## src/rtl/exc_entry_ctrl.sv

```systemverilog
module exc_entry_ctrl #(
  parameter int AW      = 32,
  parameter int CW      = 3,
  parameter int SLOT_LG = 5
) (
  input  logic          clk,
  input  logic          rst_n,
  input  logic          exc_valid,
  input  logic [CW-1:0] exc_cause,
  input  logic [AW-1:0] cur_pc,
  input  logic [2:0]    ie_in,
  input  logic          remap,
  input  logic [AW-1:0] eba,
  input  logic [AW-1:0] deba,
  input  logic          eret,
  input  logic          bret,
  output logic          pc_load,
  output logic [AW-1:0] pc_next,
  output logic          ea_we,
  output logic          ba_we,
  output logic [AW-1:0] ret_addr,
  output logic          ie_we,
  output logic [2:0]    ie_out,
  output logic          bad_cause
);
  localparam int VLOW = CW + SLOT_LG;
  localparam logic [CW-1:0] C_BKPT = CW'(1);
  localparam logic [CW-1:0] C_WTCH = CW'(3);
  localparam logic [CW-1:0] C_RST  = CW'(0);

  logic          is_dbg, is_norm;
  logic [AW-1:0] base, vec;
  logic [2:0]    ie_entry, ie_ret;

  assign is_dbg  = (exc_cause == C_BKPT) || (exc_cause == C_WTCH);
  assign is_norm = !is_dbg && (exc_cause != C_RST);
  assign base    = (is_dbg || remap) ? deba : eba;
  assign vec     = {base[AW-1:VLOW], exc_cause, {SLOT_LG{1'b0}}};

  assign ie_entry = {ie_in[2] | (is_dbg & ie_in[0]),
                     ie_in[1] | (is_norm & ie_in[0]),
                     1'b0};
  assign ie_ret   = eret ? {ie_in[2], ie_in[1], ie_in[1]}
                         : {ie_in[2], ie_in[1], ie_in[2]};

  always_ff @(posedge clk) begin
    if (!rst_n) begin
      pc_load   <= 1'b0;
      pc_next   <= '0;
      ea_we     <= 1'b0;
      ba_we     <= 1'b0;
      ret_addr  <= '0;
      ie_we     <= 1'b0;
      ie_out    <= '0;
      bad_cause <= 1'b0;
    end else begin
      pc_load   <= 1'b0;
      ea_we     <= 1'b0;
      ba_we     <= 1'b0;
      ie_we     <= 1'b0;
      bad_cause <= 1'b0;
      if (exc_valid) begin
        if (!is_dbg && !is_norm) begin
          bad_cause <= 1'b1;
        end else begin
          pc_load  <= 1'b1;
          pc_next  <= vec;
          ret_addr <= cur_pc;
          ea_we    <= is_norm;
          ba_we    <= is_dbg;
          ie_we    <= 1'b1;
          ie_out   <= ie_entry;
        end
      end else if (eret || bret) begin
        ie_we  <= 1'b1;
        ie_out <= ie_ret;
      end
    end
  end
endmodule


```

## config.mk

```make
export PLATFORM = sky130hd
export DESIGN_NAME = exc_entry_ctrl
export DESIGN_NICKNAME = d
export VERILOG_FILES = /design/src/rtl/exc_entry_ctrl.sv
export SDC_FILE = /design/constraint.sdc
export NUM_CORES = 1
export LEC_CHECK = 0
export ABC_AREA = 1
export BUFFER_PORTS_ARGS = -buffer_cell sky130_fd_sc_hd__buf_4
export CORE_UTILIZATION = 35
export CTS_CLUSTER_DIAMETER = 40
export CTS_CLUSTER_SIZE = 8
export DETAILED_ROUTE_END_ITERATION = 7
export PLACE_DENSITY = 0.73
export SYNTH_ARGS = -nofsm -noshare
export SYNTH_HDL_FRONTEND = slang
export SYNTH_SLANG_ARGS = --single-unit
```

## constraint.sdc

```tcl
create_clock -name clk -period 0.88 [get_ports clk]
set_input_delay 0.132 -clock clk [delete_from_list [all_inputs] [get_ports clk]]
set_output_delay 0.132 -clock clk [all_outputs]
set_load 0.03 [all_outputs]
```

=== Word-level counts from Yosys, hierarchy flattened ===
Cells that the tools add are included.

* Bits of input ports: 108
* Bits in registers: 67

* Equal/unequal tests: 3
* Bitwise gates (word level): 7
* Reductions and logical operators: 13
* Multiplexer cells: 9

{| class="wikitable"
|+ Operator list
! operator !! count
|-
| two-way mux 32 bit || 1
|-
| two-way mux 3 bit || 3
|-
| AND reduction 2 bit || 3
|-
| two-way mux 1 bit || 5
|-
| equality test 3 x 1 -> 1 bit (second input constant) || 1
|-
| equality test 3 x 2 -> 1 bit (second input constant) || 1
|-
| logical OR 1 bit || 3
|-
| NOT 1 bit || 3
|-
| nonzero test 3 bit || 1
|-
| OR reduction 3 bit || 1
|-
| bitwise AND 1 bit || 2
|-
| logical AND 1 bit || 2
|-
| logical NOT 1 bit || 2
|-
| != test 2 bit (second input constant) || 1
|-
| OR 1 bit || 2
|-
| nonzero test 2 bit || 1
|}

=== Logic depth before layout (Yosys ltp) ===
Gate-level depths: netlist of the first run.

* Depth in word-level cells: 8
* Mapped depth: 9
* Gate-level depth less buffers: 8

=== Worst setup path after synthesis of the first run ===
OpenSTA, ideal clock, no wires.

* Path type: input to register
* Start point: in exc_cause[0]
* End point: reg ret_addr[0]
* Setup time: 116 ps
* Slack: -58 ps
* Data required time: 764 ps
* Buffers on the path: 2
* Arrival: 822 ps
* Stages on the path: 8
* Cell sequence: nor2_2 -> nand2_2 -> nand2_2 -> inv_2 -> buf_12 -> buf_8 -> nor2_1 -> nor2_1

* Longest elaborated chain between the ends: 8
* Elaborated cells on any way between the ends: 10
* Classes of those cells: eq/ne (2); bitwise (1); reduce/logical (7)

{| class="wikitable"
|+ Ends and longest elaborated chain
! item !! line !! source
|-
| start, declared || 9 || <nowiki>input logic [CW-1:0] exc_cause,</nowiki>
|-
| equality test 3 x 1 -> 1 bit / equality test 3 x 2 -> 1 bit (equally long branches) || 35 || <nowiki>assign is_dbg = (exc_cause == C_BKPT) || (exc_cause == C_WTCH);</nowiki>
|-
| logical OR 1 bit || 35 ||
|-
| logical NOT 1 bit || 36, 63 ||
|-
| logical AND 1 bit || 36 || <nowiki>assign is_norm = !is_dbg && (exc_cause != C_RST);</nowiki>
|-
| logical NOT 1 bit || 63 || <nowiki>if (!is_dbg && !is_norm) begin</nowiki>
|-
| logical AND 1 bit * || 63 ||
|-
| NOT 1 bit (no source line) * || - ||
|-
| AND reduction 2 bit (no source line) * || - ||
|-
| end signal, assigned || 68 || <nowiki>ret_addr <= cur_pc;</nowiki>
|-
| end, declared || 21 || <nowiki>output logic [AW-1:0] ret_addr,</nowiki>
|}

Every way passes the cells marked *; elsewhere a longest branch is shown, timed or not.
A chain may end at the register's enable or synchronous reset.

=== Worst setup path in the final report of the first run ===
* Start point: reg pc_next[18]
* End point: out pc_next[18]

{| class="wikitable"
|+ RTL lines
! item !! line !! source
|-
| start, declared || 18 || <nowiki>output logic [AW-1:0] pc_next,</nowiki>
|-
| start signal, assigned || 67 || <nowiki>pc_next <= vec;</nowiki>
|}

No word-level cell between the ends.

==> flow_summary_export.csv, run 1 <==
group,metric,value,unit
synthesis,yosys.area_share.simple,34.37,%
layout,syn2layout_area_growth,66.75,%
route,wirelength,8419,µm
clocking,htree_levels,3,
clocking,hold_buffers,0,
layout,mostFrequentLayoutCells,"nand2_1 (105), buf_4 (104), nor2_1 (80), dfxtp_2 (67), buf_6 (67)",
worst_setup_path,path_cells,"buf_6",
power_and_ir_drop,ir_drop,0.0007807,V
layout,antenna_cells,0,
layout,drive_gt1_share,47.51,%
grt,gr-total-overflow,0,
route,drc,0,
placed_design,finalWeightedCongestion,0.7701,
route,wl_met1,3549,µm
route,num_vias,3161,
synthesis,synth_compound_area_share,7.072,%
clocking,cts_buffers,9,
clocking,cts_root_buf,"clkbuf_8",
timing,finalMaxSlewViolations,0,
timing,max_freq,1054,MHz
synthesis,ys_ff_latch,67,
timing,skew,0,ns
die,dieWidth,93.05,µm
clocking,clock_latency,0.33,ns
synthesis,yosysWarnings,0,
placed_design,post-place-ws,-0.3325,ns
layout,n_fill_cell,690,
die,die_y,93.05,µm
timing,rsz0062_at_grt,"true",
worst_setup_path,crit_cells,1,
route,drtIter0Drc,75,
grt,antenna_found_initial,0,
layout,finalNonFillerCells,685,
outcome,violations,"negative setup slack",
clocking,clk_pin_slew,0.08,ns
timing,fin_crit_sh,107.8,%
synthesis,synthXorXnorAreaFrac,0,%
placed_design,port_buffers,158,
power_and_ir_drop,leakagePower,2.522,nW
die,die_area,0.008658,mm²
die,rows,32,
worst_setup_path,crit_path_end_kind,"output port",
synthesis,ys_types,21,
layout,layout_commonest_cell,"nand2_1",
worst_setup_path,slowest_delay,0.35,ns
worst_setup_path,critPathTopFamily,"flip-flops",
timing,period_minus_slack,0.9490,ns
grt,grt_use_total,19.52,%
outcome,status,"complete, but fails checks",
placed_design,numPlacedInstances,666,
synthesis,seq_area_frac_synth,46.23,%
placed_design,hpwl,5915,µm
grt,grt_first_pass_wirelength,13300,µm
worst_setup_path,path_buf_inv,1,
route,wl_per_cell,12.29,µm
route,post_drt_via_cell_ratio,4.615,
worst_setup_path,rrSetupSlack,0.07,ns
clocking,clockBufferDepth,2,
synthesis,synthCells,415,
route,routed.top_layer,"met4",
synthesis,netlist_area,0.002902,mm²
timing,hold_violations,0,
worst_setup_path,crit_path_start_kind,"flop",
worst_setup_path,critPathMaxFanout,2,
route,route.met2.wl,4085,µm
grt,grt_pass1_vias,2955,
clocking,clock_sinks,67,
synthesis,synth_top_family_by_area,"simple AND/OR/NAND/NOR gates",
timing,hold_ws,0.05817,ns
synthesis,avgSynthCellArea,6.992,µm²
layout,seq_area,0.001425,mm²
route,dr.pass1.iters,4,
die,initial_core_util,36.79,%
worst_setup_path,crit_type,"flop to output port",
min_path,hold_class,"input port to flop",
worst_setup_path,cp_data_arrival_time,0.82,ns
min_path,min_path_cells,3,
synthesis,synthMuxAreaShare,0,%
worst_setup_path,worst_path_max_delay_cell,"dfxtp_2",
die,coreArea,0.007888,mm²
run,cap_viol_max_count,0,
timing,setup_viol,67,
synthesis,synthAdderAreaFrac,0,%
clocking,cts_tree,"done",
layout,multiInputGateArea,0.001275,mm²
die,io_pins,180,
route,met3_length,672,µm
synthesis,synth-edff-count,0,
synthesis,synth_ff_type,"dfxtp_1",
worst_setup_path,reg2regPathDepth,4,
power_and_ir_drop,powerDensity,1762,mW/mm²
timing,timing.final.ws_setup,-0.06901,ns
route,drtAntennaViolNets,0,
worst_setup_path,cp.required,0.75,ns
layout,layout.nets,686,
grt,grt_max_degree,41,
synthesis,async_reset_ff_share,0,%
stage by stage:
step / TNS [ns] / util, % / total power, mW / instance area [µm²]
3_5_place_dp: -15.03 / 53.74 / 5.529 / 4239
5_1_grt: -6.136 / 61.34 / 8.985 / 4838
6_report: -3.444 / 61.34 / 8.526 / 4838
2_1_floorplan: -1.833 / - / 4.665 / 2962
4_1_cts: -4.917 / 60.85 / 8.584 / 4800
3_3_place_gp: -12.66 / 53.74 / 5.499 / 4239
cells in the mapped netlist, drive strengths merged (2+ instances only):
cell	instances	area share (%)
a21oi	2	0.34
buf	20	6.5
clkbuf	10	1.3
dfxtp	67	46
inv	33	4.3
nand2	110	15
nand3	52	9.0
nor2	81	11
o21ai	36	6.2
worst paths after layout:
| path | startpoint | end |
|---|---|---|
| worst max-delay path | pc_next[18] | pc_next[18] |
| worst min-delay path | cur_pc[2] | ret_addr[2] |
| worst max register to register | ie_out[0] | ie_out[0] |
| worst min register to register | ret_addr[0] | ret_addr[0] |
registers in the layout, indices dropped and copies added, names as in the netlist:
register   count
ba_we          1
ea_we          1
ie_out         3
pc_load        1
pc_next       27
ret_addr      32
bad_cause      1
ie_we          1
routing by layer:
layer  vias up  GRT usage, %
li1       1601             -
met1      1401         22.72
met2       148         33.76
met3        11         5.691
met4         0         7.308
met5         -             0
logic make-up (layout without fill, tap and decap cells):
| kind of cell | after synthesis | after routing |
|---|---|---|
| AND/OR/NAND/NOR | 243 | 243 |
| flip-flops | 67 | 67 |
| buffers and inverters | 64 | 228 |
| AO/OA/AOI/OAI | 40 | 40 |
| other | 1 | 5 |
area by class of cell:
type                            instances  share of cell area [%]
Clock inverter                          6                   1.862
Timing Repair Buffer                  178                   34.42
Sequential cell                        67                   29.45
Inverter                               34                   2.638
Clock buffer                           10                   2.638
Multi-Input combinational cell        288                   26.35
Tap cell                              102                   2.638
report_power, final:
group / internal [mW] / switching (mW) / total [mW]
sequential: 3.33 / 0.173 / 3.51
combinational: 1.03 / 1.19 / 2.23
clock: 1.60 / 1.19 / 2.79
total: 5.97 / 2.56 / 8.53
tightest hold or removal path: cells and delay by family:
kind                   cells  cell delay (ns)
buffers and inverters      1             0.08
AO/OA/AOI/OAI              1             0.08
AND/OR/NAND/NOR            1             0.08
repair_timing:
action,4_1_cts,5_1_grt
setup buffers,1,2
endpoints found under the setup margin,67,87
gates resized for setup,134,5
Power figures use the tool's default switching activity.
==> run 2, diff against run 1 <==
--- a/config.mk
+++ b/config.mk
@@ -11,7 +11,9 @@
 export CTS_CLUSTER_DIAMETER = 40
 export CTS_CLUSTER_SIZE = 8
 export DETAILED_ROUTE_END_ITERATION = 7
+export MAX_ROUTING_LAYER = met4
 export PLACE_DENSITY = 0.73
 export SYNTH_ARGS = -nofsm -noshare
 export SYNTH_HDL_FRONTEND = slang
 export SYNTH_SLANG_ARGS = --single-unit
+export TNS_END_PERCENT = 10
==> run 2 against run 1 <==
  * Non-clock buffer count fell by 2
  * Largest cell class unchanged
  * The run still ends with negative setup slack left
  * Highest routed layer unchanged
  * Hold slack got worse by 0.0022 ns
  * Critical path depth did not move
  * Design area down 2.4%
  * Global-route usage rose by 0.13 points
  * Critical endpoint is now pc_next[22]
  * First-iteration DRC count is the same
==> flow_summary_export.csv, run 2 (synthesis results as in run 1) <==
group,metric,value,unit
power_and_ir_drop,p_int,5.693,mW
power_and_ir_drop,totalPowerFinal,8.107,mW
route,post_drt_via_cell_ratio,4.595,
worst_setup_path,critPathTopFamily,"flip-flops",
clocking,cts_buffers,9,
die,io_pins,180,
clocking,clock_sinks,67,
layout,max_flop_register,"ret_addr",
worst_setup_path,slowest_delay,0.35,ns
layout,stdcell_area,0.004723,mm²
timing,period_minus_slack,0.9451,ns
min_path,hold_class,"input port to flop",
layout,top_regs,"ret_addr: 32 flops, pc_next: 27 flops, ie_out: 3 flops",
min_path,min_from,"cur_pc[3]",
grt,grt_pass1_vias,2886,
worst_setup_path,path_cells,"buf_6",
worst_setup_path,cp.required,0.75,ns
worst_setup_path,r2r-start,"ie_out[1]",
timing,fin_crit_sh,107.4,%
worst_setup_path,crit_path_start_kind,"flop",
power_and_ir_drop,clock_power_share,29.7,%
clocking,htree_levels,3,
power_and_ir_drop,p_sw,2.414,mW
grt,gr-total-overflow,0,
route,drtIter0Drc,75,
route,wl_per_cell,12.06,µm
placed_design,finalWeightedCongestion,0.8201,
layout,syn2layout_area_growth,62.79,%
die,die_y,93.05,µm
die,die_area,0.008658,mm²
worst_setup_path,path_buf_inv,1,
clocking,clockBufferDepth,2,
power_and_ir_drop,powerDensity,1716,mW/mm²
worst_setup_path,cp_data_arrival_time,0.81,ns
worst_setup_path,crit_type,"flop to output port",
outcome,status,"complete, but fails checks",
layout,drive_gt1_share,45.60,%
route,dr.pass1.iters,4,
clocking,clk_pin_slew,0.07,ns
timing,hold_violations,0,
layout,layout_commonest_cell,"nand2_1",
layout,antenna_cells,0,
worst_setup_path,critPathMaxFanout,2,
timing,max_freq,1058,MHz
timing,finalMaxSlewViolations,0,
run,cap_viol_max_count,0,
timing,timing.final.ws_setup,-0.06513,ns
placed_design,place_area,0.004194,mm²
timing,skew,0,ns
die,dieWidth,93.05,µm
route,num_vias,3129,
placed_design,hpwl,6065,µm
grt,grt_use_total,19.64,%
die,initial_core_util,36.79,%
route,wirelength,8212,µm
power_and_ir_drop,combPwrFrac,27.0,%
grt,antenna_found_initial,0,
worst_setup_path,crit_start,"pc_next[22]",
timing,setup_viol,67,
route,drtAntennaViolNets,0,
worst_setup_path,rrSetupSlack,0.21,ns
outcome,violations,"negative setup slack",
grt,grt_first_pass_wirelength,12970,µm
layout,layout.nets,684,
placed_design,port_buffers,158,
clocking,cts_tree,"done",
clocking,cts_setup_buffers,0,
worst_setup_path,worst_path_max_delay_cell,"dfxtp_2",
power_and_ir_drop,p_seq_share,43.3,%
die,rows,32,
power_and_ir_drop,leakagePower,2.478,nW
power_and_ir_drop,swShare,29.78,%
timing,rsz0062_at_grt,"true",
layout,finalNonFillerCells,681,
layout,largest_reg_flops,32,
worst_setup_path,crit_path_end_kind,"output port",
layout,mostFrequentLayoutCells,"nand2_1 (105), buf_4 (104), nor2_1 (80), buf_6 (68), dfxtp_2 (67)",
clocking,hold_buffers,0,
clocking,cts_root_buf,"clkbuf_8",
clocking,clock_latency,0.32,ns
placed_design,numPlacedInstances,667,
route,drc,0,
grt,grt_max_degree,34,
timing,hold_ws,0.05601,ns
power_and_ir_drop,ir_drop,0.0006873,V
die,coreArea,0.007888,mm²
run 2: cell count changes in the layout (fill, tap and decap cells not counted), sizes merged:
cell,before,now
clkbuf,10,11
clkinvlp,1,0
clkinv,4,3
buf,178,176
bufinv,2,1
run 2: path summary, 6_finish.rpt:
path,cells past startpoint,to
setup / recovery,1,pc_next[22]
hold / removal,3,ret_addr[3]
setup reg to reg,4,ie_out[1]
hold reg to reg,2,ret_addr[12]
run 2: power by group through the flow:
stage | Clock (mW) | Combinational [mW] | Sequential, mW
2_1_floorplan | 0 | 0.689 | 3.96
3_3_place_gp | 0 | 2.01 | 3.47
3_5_place_dp | 0 | 2.03 | 3.48
4_1_cts | 2.49 | 2.19 | 3.51
5_1_grt | 2.61 | 2.37 | 3.54
6_report | 2.41 | 2.19 | 3.51
run 2: what timing repair did:
item,in CTS,in global routing
gates cloned,0,0
setup endpoints to repair,67,88
resized for setup,134,2
hold endpoints to repair,0,0
run 2: per-layer routing:
layer	global-route usage, %	part of all wire, %	up-vias
met2	33.46	47	141
met3	4.634	7.5	11
met5	-	0	-
met4	6.795	1.6	0
met1	22.64	44	1382
li1	-	-	1595
run 2: layout make-up:
cell class                      instances  area, µm²
Sequential cell                        67       1425
Inverter                               34      127.6
Tap cell                              102      127.6
Timing Repair Buffer                  176       1627
Fill cell                             716       3164
Clock inverter                          3      40.04
Clock buffer                           11      141.4
Multi-Input combinational cell        288       1235
run 2: per-stage QoR:
step	setup WS (ns)	util, %	TNS, ns
2_1_floorplan	-0.05044	-	-1.844
3_3_place_gp	-0.2616	53.17	-12.51
3_5_place_dp	-0.2772	53.17	-13.64
4_1_cts	-0.08103	59.72	-3.981
5_1_grt	-0.09402	59.88	-4.962
6_report	-0.06513	59.88	-2.583
==> run 3, diff against run 2 <==
--- a/config.mk
+++ b/config.mk
@@ -5,14 +5,14 @@
 export SDC_FILE = /design/constraint.sdc
 export NUM_CORES = 1
 export LEC_CHECK = 0
-export ABC_AREA = 1
+export ABC_AREA = 0
 export BUFFER_PORTS_ARGS = -buffer_cell sky130_fd_sc_hd__buf_4
 export CORE_UTILIZATION = 35
 export CTS_CLUSTER_DIAMETER = 40
 export CTS_CLUSTER_SIZE = 8
 export DETAILED_ROUTE_END_ITERATION = 7
 export MAX_ROUTING_LAYER = met4
-export PLACE_DENSITY = 0.73
+export PLACE_DENSITY = 0.75
 export SYNTH_ARGS = -nofsm -noshare
 export SYNTH_HDL_FRONTEND = slang
 export SYNTH_SLANG_ARGS = --single-unit
==> run 3 against run 2 <==
  * The flow still finishes with violations (negative setup slack)
  * Largest cell class unchanged
  * Clock power up 30%
  * Synthesized cell count down 21%
  * Highest routed layer unchanged
  * Routed wire length up 3.4%
  * Critical path type unchanged
  * Register-to-register slack worse by 0.16 ns
  * Non-clock buffer count up 4
==> flow_summary_export.csv, run 3 <==
group,metric,value,unit
grt,gr-total-overflow,0,
timing,setup_viol,70,
worst_setup_path,slowest_delay,0.35,ns
route,post_drt_via_cell_ratio,5.024,
layout,antenna_cells,0,
clocking,htree_levels,3,
min_path,min_to,"ret_addr[20]",
worst_setup_path,path_buf_inv,1,
die,coreArea,0.007292,mm²
outcome,status,"complete, but fails checks",
power_and_ir_drop,powerDensity,1799,mW/mm²
timing,rsz0062_at_grt,"true",
worst_setup_path,critPathTopFamily,"flip-flops",
synthesis,yosys-top-cells-count,"dfxtp_1 (67), nand2_1 (66), o21ai_0 (48)",
timing,hold_violations,0,
timing,skew,0,ns
synthesis,synthCells,329,
clocking,cts_buffers,9,
timing,period_minus_slack,0.9423,ns
clocking,clockBufferDepth,2,
timing,finalMaxSlewViolations,0,
synthesis,ys_types,29,
layout,final_core_util,64.50,%
synthesis,async_reset_ff_share,0,%
layout,syn2layout_area_growth,76.98,%
synthesis,seq_area_frac_synth,50.47,%
clocking,hold_buffers,0,
route,drtIter0Drc,56,
layout,mostFrequentLayoutCells,"buf_4 (105), buf_6 (68), dfxtp_2 (67), nand2_1 (66), o21ai_0 (26)",
worst_setup_path,r2r-start,"ie_out[0]",
worst_setup_path,crit_path_end_kind,"output port",
timing,timing.final.ws_setup,-0.06230,ns
synthesis,synth-edff-count,0,
route,num_vias,2979,
clocking,clk_pin_slew,0.08,ns
route,drtAntennaViolNets,0,
timing,fin_crit_sh,107.1,%
worst_setup_path,path_cells,"buf_6",
route,drc,0,
route,wirelength,8490,µm
route,wl_per_cell,14.32,µm
die,io_pins,180,
grt,antenna_found_initial,0,
die,dieWidth,89.14,µm
layout,max_flop_register,"ret_addr",
clocking,cts_root_buf,"clkbuf_8",
die,initial_core_util,36.44,%
synthesis,netlist_area,0.002658,mm²
worst_setup_path,cp_data_arrival_time,0.81,ns
worst_setup_path,cp.required,0.75,ns
layout,layout_commonest_cell,"buf_4",
worst_setup_path,crit_type,"flop to output port",
placed_design,finalWeightedCongestion,0.8542,
synthesis,synth.most_common_cell,"dfxtp_1",
grt,grt_max_degree,54,
min_path,min_from,"cur_pc[20]",
placed_design,post-place-ws,-0.4195,ns
worst_setup_path,rrSetupSlack,0.05,ns
die,rows,31,
layout,layout.nets,597,
clocking,clock_sinks,67,
worst_setup_path,worst_path_max_delay_cell,"dfxtp_2",
placed_design,port_buffers,158,
synthesis,yosysWarnings,0,
grt,grt_first_pass_wirelength,12940,µm
worst_setup_path,reg2regPathDepth,3,
placed_design,hpwl,5864,µm
run,cap_viol_max_count,0,
clocking,cts_tree,"done",
power_and_ir_drop,leakagePower,2.053,nW
min_path,hold_class,"input port to flop",
synthesis,avgSynthCellArea,8.078,µm²
worst_setup_path,rr_endpoint,"ie_out[0]",
layout,top_regs,"ret_addr: 32 flops, pc_next: 27 flops, ie_out: 3 flops",
clocking,clock_latency,0.33,ns
outcome,violations,"negative setup slack",
synthesis,synth_ff_type,"dfxtp_1",
power_and_ir_drop,ir_drop,0.0007921,V
min_path,min_path_cells,3,
layout,drive_gt1_share,57.09,%
die,die_area,0.007945,mm²
layout,largest_reg_flops,32,
route,dr.pass1.iters,4,
synthesis,synth_top_cell_area_share,50.47,%
synthesis,ys_ff_latch,67,
die,die_y,89.14,µm
worst_setup_path,crit_path_start_kind,"flop",
synthesis,synth.area.top_cells,"dfxtp_1 (50%), nand2_1 (9.3%), o21ai_0 (9.0%)",
timing,max_freq,1061,MHz
grt,grt_use_total,22.05,%
grt,grt_pass1_vias,2857,
worst_setup_path,critPathMaxFanout,2,
synthesis,synth_top_cell_by_area,"dfxtp_1",
[run 3: cell types whose count changed after synthesis, moves of 5 or more]
cell      previous run  this run
clkbuf_1            10        19
inv_1               31         3
nor2_1              80         5
a31oi_1              0        25
nand2_1            105        66
buf_2                6        11
nand3_1             52        24
a21oi_1              2        35
o21ai_0             36        48
[run 3: cells by family after synthesis]
group           share of synthesized area, %
compound gates                         25.24
simple gates                           17.56
flops                                  50.47
buf+inv                                6.591
other cells                           0.1411
[run 3: cell type report]
class | count | area [µm²]
Clock buffer | 10 | 137.6
Clock inverter | 6 | 112.6
Fill cell | 619 | 2589
Inverter | 3 | 11.26
Multi-Input combinational cell | 228 | 1199
Sequential cell | 67 | 1425
Tap cell | 99 | 123.9
Timing Repair Buffer | 180 | 1694
[run 3: layer usage]
layer / vias to the layer above / routed length [µm] / share of wire [%] / track usage, %
met4: 0 / 135 / 1.6 / 9.380
met3: 12 / 563 / 6.6 / 5.263
met2: 116 / 4355 / 51 / 38.31
met1: 1388 / 3436 / 40 / 24.07
met5: - / 0 / 0 / -
li1: 1463 / - / - / -
[run 3: through the flow]
stage | instance area [µm²] | instances | hold WS (ns) | setup TNS, ns | power, mW
2_1_floorplan | 2700 | 333 | 0.2092 | -13.25 | 4.318
3_3_place_gp | 4041 | 573 | 0.3801 | -18.82 | 5.107
3_5_place_dp | 4041 | 573 | 0.3907 | -20.04 | 5.141
4_1_cts | 4647 | 591 | 0.01679 | -4.395 | 8.492
5_1_grt | 4703 | 593 | 0.01468 | -6.048 | 8.841
6_report | 4703 | 593 | 0.03763 | -3.161 | 8.461
[run 3: report_power, final]
part | switching [mW] | internal [mW] | total [mW]
clock network | 1.16 | 1.96 | 3.13
logic | 0.999 | 0.920 | 1.92
registers | 0.139 | 3.28 | 3.41
[run 3: how the worst max path moves through the flow]
stage	endpoint	slack, ns	start	cells past startpoint
final	pc_next[27]	-0.06	pc_next[27]	1
after global routing	ret_addr[22]	-0.10	ret_addr[22]	1
after CTS	ie_out[0]	-0.08	ie_out[0]	1
after detailed placement	ie_out[1]	-0.42	exc_cause[0]	4
after global placement	ie_out[2]	-0.37	exc_cause[0]	4
after floorplan	ie_out[1]	-0.32	exc_cause[2]	4
[run 3: what timing repair did]
| item | CTS | global route |
|---|---|---|
| gates resized for setup | 135 | 30 |
| buffers inserted | 2 | 2 |
| pin swaps | 1 | 18 |
| setup endpoints to repair | 69 | 114 |
